$ cat src/rtl/pmcmd_pkg.sv
package pmcmd_pkg;
  // Strobes from decode control to the register datapath
  typedef struct packed {
    logic cmdWr;
    logic statWr;
    logic acpiSet;
    logic acpiClr;
    logic smiRaise;
    logic smiDrop;
  } pmStrobes_t;
endpackage

$ cat src/rtl/pmcmd_ctrl.sv
module pmcmd_ctrl
  import pmcmd_pkg::*;
#(
  parameter int ADDR_W    = 8,
  parameter int DATA_W    = 8,
  parameter int CMD_ADDR  = 'h00,
  parameter int STAT_ADDR = 'h01,
  parameter int CFG_BASE  = 'h58,
  parameter int CFG_COUNT = 4,
  parameter int ACPI_ON   = 'hF1,
  parameter int ACPI_OFF  = 'hF0
) (
  input  logic [ADDR_W-1:0]    busAddr,
  input  logic                 busWrEn,
  input  logic [DATA_W-1:0]    busWrData,
  input  logic                 gateOpen,
  input  logic                 smiAck,
  output pmStrobes_t           strb,
  output logic [CFG_COUNT-1:0] cfgWrSel
);
  localparam logic [ADDR_W-1:0] CMD_A  = ADDR_W'(CMD_ADDR);
  localparam logic [ADDR_W-1:0] STAT_A = ADDR_W'(STAT_ADDR);
  localparam logic [DATA_W-1:0] ON_C   = DATA_W'(ACPI_ON);
  localparam logic [DATA_W-1:0] OFF_C  = DATA_W'(ACPI_OFF);

  logic cmdHit;
  logic isOn;
  logic isOff;
  logic reservedCode;

  assign cmdHit       = busWrEn && (busAddr == CMD_A);
  assign isOn         = (busWrData == ON_C);
  assign isOff        = (busWrData == OFF_C);
  assign reservedCode = isOn || isOff;

  always_comb begin
    strb          = '0;
    strb.cmdWr    = cmdHit;
    strb.statWr   = busWrEn && (busAddr == STAT_A);
    strb.acpiSet  = cmdHit && isOn;
    strb.acpiClr  = cmdHit && isOff;
    // reserved codes never reach the SMI path
    strb.smiRaise = cmdHit && !reservedCode && gateOpen;
    strb.smiDrop  = smiAck;
  end

  for (genvar i = 0; i < CFG_COUNT; i++) begin : g_cfgSel
    assign cfgWrSel[i] = busWrEn && (busAddr == ADDR_W'(CFG_BASE + i));
  end
endmodule

$ cat src/rtl/pmcmd_dp.sv
module pmcmd_dp
  import pmcmd_pkg::*;
#(
  parameter int ADDR_W      = 8,
  parameter int DATA_W      = 8,
  parameter int CMD_ADDR    = 'h00,
  parameter int STAT_ADDR   = 'h01,
  parameter int PM1_ADDR    = 'h04,
  parameter int CFG_BASE    = 'h58,
  parameter int CFG_COUNT   = 4,
  parameter int GATE_IDX    = 3,
  parameter int GATE_BIT    = 1,
  parameter bit SMM_SUPPORT = 1'b0
) (
  input  logic                 clk,
  input  logic                 rstN,
  input  logic [ADDR_W-1:0]    busAddr,
  input  logic [DATA_W-1:0]    busWrData,
  input  pmStrobes_t           strb,
  input  logic [CFG_COUNT-1:0] cfgWrSel,
  output logic [DATA_W-1:0]    busRdData,
  output logic                 gateOpen,
  output logic                 acpiMode,
  output logic                 smiReq
);
  localparam logic [DATA_W-1:0] SMM_DONE = DATA_W'(1) << GATE_BIT;

  function automatic logic [DATA_W-1:0] cfgResetVal(input int idx);
    if (idx == GATE_IDX && !SMM_SUPPORT) return SMM_DONE;
    return '0;
  endfunction

  logic [DATA_W-1:0]                 cmdReg;
  logic [DATA_W-1:0]                 statReg;
  logic [CFG_COUNT-1:0][DATA_W-1:0] cfgBank;
  logic                              acpiReg;
  logic                              smiReg;

  always_ff @(posedge clk) begin
    if (!rstN) begin
      cmdReg  <= '0;
      statReg <= '0;
      acpiReg <= 1'b0;
      smiReg  <= 1'b0;
    end else begin
      if (strb.cmdWr)   cmdReg  <= busWrData;
      if (strb.statWr)  statReg <= busWrData;
      if (strb.acpiSet) acpiReg <= 1'b1;
      else if (strb.acpiClr) acpiReg <= 1'b0;
      // a new request outranks an acknowledge in the same cycle
      if (strb.smiRaise)     smiReg <= 1'b1;
      else if (strb.smiDrop) smiReg <= 1'b0;
    end
  end

  for (genvar i = 0; i < CFG_COUNT; i++) begin : g_cfg
    always_ff @(posedge clk) begin
      if (!rstN)            cfgBank[i] <= cfgResetVal(i);
      else if (cfgWrSel[i]) cfgBank[i] <= busWrData;
    end
  end

  always_comb begin
    busRdData = '0;
    if (busAddr == ADDR_W'(CMD_ADDR))  busRdData = cmdReg;
    if (busAddr == ADDR_W'(STAT_ADDR)) busRdData = statReg;
    if (busAddr == ADDR_W'(PM1_ADDR))  busRdData = {{(DATA_W-1){1'b0}}, acpiReg};
    for (int i = 0; i < CFG_COUNT; i++) begin
      if (busAddr == ADDR_W'(CFG_BASE + i)) busRdData = cfgBank[i];
    end
  end

  assign gateOpen = cfgBank[GATE_IDX][GATE_BIT];
  assign acpiMode = acpiReg;
  assign smiReq   = smiReg;
endmodule

$ cat src/rtl/pmcmd_port.sv
module pmcmd_port
  import pmcmd_pkg::*;
#(
  parameter int ADDR_W      = 8,
  parameter int DATA_W      = 8,
  parameter int CMD_ADDR    = 'h00,
  parameter int STAT_ADDR   = 'h01,
  parameter int PM1_ADDR    = 'h04,
  parameter int CFG_BASE    = 'h58,
  parameter int CFG_COUNT   = 4,
  parameter int GATE_IDX    = 3,
  parameter int GATE_BIT    = 1,
  parameter int ACPI_ON     = 'hF1,
  parameter int ACPI_OFF    = 'hF0,
  parameter bit SMM_SUPPORT = 1'b0
) (
  input  logic              clk,
  input  logic              rstN,
  input  logic [ADDR_W-1:0] busAddr,
  input  logic              busWrEn,
  input  logic [DATA_W-1:0] busWrData,
  output logic [DATA_W-1:0] busRdData,
  input  logic              smiAck,
  output logic              smiReq,
  output logic              acpiMode
);
  pmStrobes_t           strb;
  logic [CFG_COUNT-1:0] cfgWrSel;
  logic                 gateOpen;

  pmcmd_ctrl #(
    .ADDR_W(ADDR_W), .DATA_W(DATA_W), .CMD_ADDR(CMD_ADDR), .STAT_ADDR(STAT_ADDR),
    .CFG_BASE(CFG_BASE), .CFG_COUNT(CFG_COUNT), .ACPI_ON(ACPI_ON), .ACPI_OFF(ACPI_OFF)
  ) uCtrl (
    .busAddr(busAddr), .busWrEn(busWrEn), .busWrData(busWrData),
    .gateOpen(gateOpen), .smiAck(smiAck), .strb(strb), .cfgWrSel(cfgWrSel)
  );

  pmcmd_dp #(
    .ADDR_W(ADDR_W), .DATA_W(DATA_W), .CMD_ADDR(CMD_ADDR), .STAT_ADDR(STAT_ADDR),
    .PM1_ADDR(PM1_ADDR), .CFG_BASE(CFG_BASE), .CFG_COUNT(CFG_COUNT),
    .GATE_IDX(GATE_IDX), .GATE_BIT(GATE_BIT), .SMM_SUPPORT(SMM_SUPPORT)
  ) uDp (
    .clk(clk), .rstN(rstN), .busAddr(busAddr), .busWrData(busWrData),
    .strb(strb), .cfgWrSel(cfgWrSel), .busRdData(busRdData),
    .gateOpen(gateOpen), .acpiMode(acpiMode), .smiReq(smiReq)
  );
endmodule

$ cat config.mk
export PLATFORM = sky130hd
export DESIGN_NAME = pmcmd_port
export DESIGN_NICKNAME = d
export VERILOG_FILES = /design/src/rtl/pmcmd_pkg.sv /design/src/rtl/pmcmd_ctrl.sv /design/src/rtl/pmcmd_dp.sv /design/src/rtl/pmcmd_port.sv
export SDC_FILE = /design/constraint.sdc
export NUM_CORES = 1
export LEC_CHECK = 0
export ABC_AREA = 0
export BUFFER_PORTS_ARGS = -buffer_cell sky130_fd_sc_hd__buf_2
export CAP_MARGIN = 20
export CORE_ASPECT_RATIO = 0.75
export CORE_MARGIN = 2
export CORE_UTILIZATION = 41
export DETAILED_ROUTE_END_ITERATION = 6
export HOLD_SLACK_MARGIN = 0.06
export RECOVER_POWER = 25
export SETUP_SLACK_MARGIN = 0.3
export SYNTH_ARGS = -nofsm -noshare
export SYNTH_HDL_FRONTEND = slang
export SYNTH_HIERARCHICAL = 1
export SYNTH_SLANG_ARGS = --single-unit
export TNS_END_PERCENT = 30
$ cat constraint.sdc
create_clock -name clk -period 2.4 [get_ports clk]
set_clock_uncertainty 0.1 [all_clocks]
set_input_delay 0.36 -clock clk [delete_from_list [all_inputs] [get_ports clk]]
set_output_delay 0.36 -clock clk [all_outputs]
set_load 0.03 [all_outputs]
==> flow_metrics.tcl <==
set metrics [dict create \
    outcome "completed" \
    syn-mean-instance-area_sq_um 10.1 \
    rr_startpoint "uDp/gateOpen" \
    antenna_found_initial 0 \
    clk_pin_slew_ns 0.10 \
    slowest_stage "or4_4" \
    hold_ws_ns 0.240 \
    dieArea_sq_mm 0.00675 \
    ys_seq_elements 50 \
    fin_cells 367 \
    relSlewSlack_pct 51.5 \
    die_y_microns 71.7 \
    seq_power_share_pct 52.0 \
    io_buffer_count 29 \
    syn_to_final_growth_pct 24.9 \
    track_usage_pct 19.2 \
    peakVddDrop_uv 204 \
    drt_pass1_iterations 4 \
    dp_hpwl_mm 4.25 \
    ant_nets 0 \
    period_minus_slack_ns 2.34 \
    numCtsBuffers 5 \
    finalCritPeriodShare_pct 97.7 \
    switching_share_pct 24.8 \
    r2r_end "uDp/smiReq" \
    p_sw_uw 396 \
    power.leakage_nw 1.04 \
    rsz0062_at_grt "yes" \
    core_area_sq_mm 0.00586 \
    clock_latency_ns 0.31 \
    die_x_microns 94.2 \
    rows 24 \
    ys_async_sr_fraction_pct 0 \
    grt_start_max_net_pins 51 \
    drt_iter0_markers 143 \
    crit_start "busAddr[5]" \
    initial_core_util_pct 42.8 \
    power_mw 1.60 \
    clock-sinks 50 \
    crit_top_cell "buf_6" \
    worstSetupPathType "input port to output pin" \
    max_freq_mhz 427 \
    synth_area_sq_mm 0.00250 \
    overflow 0 \
    ctsRootBufferMaster "clkbuf_8" \
    dp.cells 358 \
    nets 308 \
    ys_warn_count 6 \
    setup_viol 0 \
    synth_top_area_share_pct 40.0 \
    viasPerCell 5.31 \
    grt_pass1_wl_mm 9.94 \
    htreeDepth 2 \
    fillers 557 \
    arrival_ns 1.88 \
    drive_gt1_share_pct 28.0 \
    drc 0 \
    clock_path_buffers 2 \
    syn_inst 247 \
    wl_mm 6.12 \
    critPathRequiredTime_ns 1.94 \
    hold_depth 3 \
    cts_tree "yes" \
    crit_chain "buf_6, or4_4, nor4_4, buf_4, o221ai_4, a22oi_2, buf_6" \
    synth-edff-count 0 \
    seq_area_frac_synth_pct 40.0 \
    finalMaxSlewViolations 0 \
    power_frac_comb_pct 8.6 \
    drv_cap 0 \
    crit_path_max_fanout 3 \
    ys_dominant_reg_cell "dfxtp_1" \
    synth.net_count 267 \
    hold_viol 0 \
    hold_class "input port to register" \
    antennaDiodeCount 0 \
    pin_count 30 \
    internal-power_mw 1.20 \
    slowest_delay_ns 0.57 \
    tightest_slew_ns 0.728 \
    min-delay-start "smiAck" \
    globalplace.congestion 0.806 \
    crit_path_end_kind "output pin" \
    r2r_slack_ns 1.56 \
    r2r_cells 2 \
    grt_pass1_vias 1912 \
    routedWlPerCell_microns 16.7 \
    cp-endpoint "busRdData[2]" \
    synth_largest_area_cell "dfxtp_1" \
    pwr-share-clk_pct 39.4 \
    synth_area_leaders "dfxtp_1, mux2i_1, nor2b_1" \
    via_count 1949 \
    powerDensity_mw_per_mm2 511 \
    startpoint_type "input port" \
    synth_cell_types 39 \
]
## cell families (layout without fill, tap and decap cells)
logic type	Yosys count	count (layout)	share of synthesized area, %
buffers and inverters	17	59	2.90
DFF	50	50	40.0
AOI/OAI and AO/OA	32	32	8.95
and+or+nand+nor	89	89	24.0
muxes	59	59	24.2
## synthesized netlist by cell type (3+ instances only)
cell      number
a21o_1         4
nor2b_1       51
dfxtp_1       50
nor3_1         6
mux2i_1       56
o21ai_1        5
and3_1         3
a222oi_1       3
o21a_1         3
nand2_1        5
o21ai_0        4
o22ai_1        6
clkbuf_1      12
## worst max-delay path, delay by kind of cell
| kind | cells | cell delay [ns] |
|---|---|---|
| and+or+nand+nor | 2 | 0.74 |
| buffers and inverters | 3 | 0.44 |
| AOI/OAI and AO/OA | 2 | 0.34 |
## how the worst min path moves through the flow
stage / end / slack [ns]
detailed placement: uDp/gateOpen / 0.40
floorplan: uDp/gateOpen / 0.36
global route: uDp/smiReq / 0.24
CTS: uDp/smiReq / 0.24
finish: uDp/smiReq / 0.24
global placement: uDp/statReg[6] / 0.39
## per-layer routing
layer  global-route usage (%)  share of wire (%)  vias to the layer above
met3                     3.89                3.6                        9
met2                     26.5                 40                       36
met4                     5.31                1.0                        0
met5                        0                  0                        -
met1                     30.1                 55                      929
li1                         -                  -                      975
## sequential cells by signal, indices dropped and copies added (netlist names)
name          cells
uDp/cfgBank      31
uDp/cmdReg        8
uDp/statReg       8
uDp/acpiMode      1
uDp/gateOpen      1
uDp/smiReq        1
## per-stage QoR
| step | TNS, ns | instance area, sq um | worst slack [ns] | utilization (%) |
|---|---|---|---|---|
| after floorplan | 0 | 2550 | 0.241 | - |
| after global placement | -0.487 | 2890 | -0.0611 | 49.3 |
| after detailed placement | -0.884 | 2890 | -0.122 | 49.3 |
| after CTS | 0 | 3060 | 0.0180 | 52.2 |
| after global routing | -0.00153 | 3130 | -0.00153 | 53.4 |
| final | 0 | 3130 | 0.0563 | 53.4 |
## timing repair
item,CTS,global route
endpoints found under the setup margin,14,29
pin swaps,1,4
setup buffers,1,0
gates resized for setup,11,17
hold buffers,0,0
gates cloned,0,0
## cell type report
| type | instances | area [sq um] | area share, % |
|---|---|---|---|
| well taps | 78 | 97.6 | 3.12 |
| flip-flops and latches | 50 | 1000 | 32.0 |
| clock buffers | 5 | 68.8 | 2.20 |
| inverters | 1 | 3.75 | 0.120 |
| clock inverters | 3 | 47.5 | 1.52 |
| repair buffers | 50 | 365 | 11.7 |
| multi-input cells | 180 | 1540 | 49.4 |
## power groups by stage
| stage | combinational, mW | clock [mW] | sequential [mW] |
|---|---|---|---|
| after floorplan | 0.0592 | 0 | 0.850 |
| after global placement | 0.127 | 0 | 0.850 |
| after detailed placement | 0.126 | 0 | 0.850 |
| after CTS | 0.131 | 0.634 | 0.831 |
| after global routing | 0.147 | 0.682 | 0.831 |
| final | 0.137 | 0.630 | 0.831 |
## cell usage in the layout, fill, tap and decap left out, types with 2 or more instances in the layout
master	n
a221oi_1	2
nor3_1	4
a21o_1	4
clkbuf_1	3
buf_4	18
nand2_1	5
o221ai_4	2
o22ai_2	5
or4_4	2
o21ai_0	4
nand4_1	2
nor4_2	2
buf_2	18
nor3_2	2
o21a_1	3
buf_6	9
nor2b_1	51
a222oi_1	3
a22oi_2	2
and3_1	3
dfxtp_1	50
nand2b_1	2
nor4_4	2
clkbuf_8	5
mux2i_1	56
mux2_2	2
o21ai_1	5
nor4b_1	2
Power figures use the tool's default switching activity.
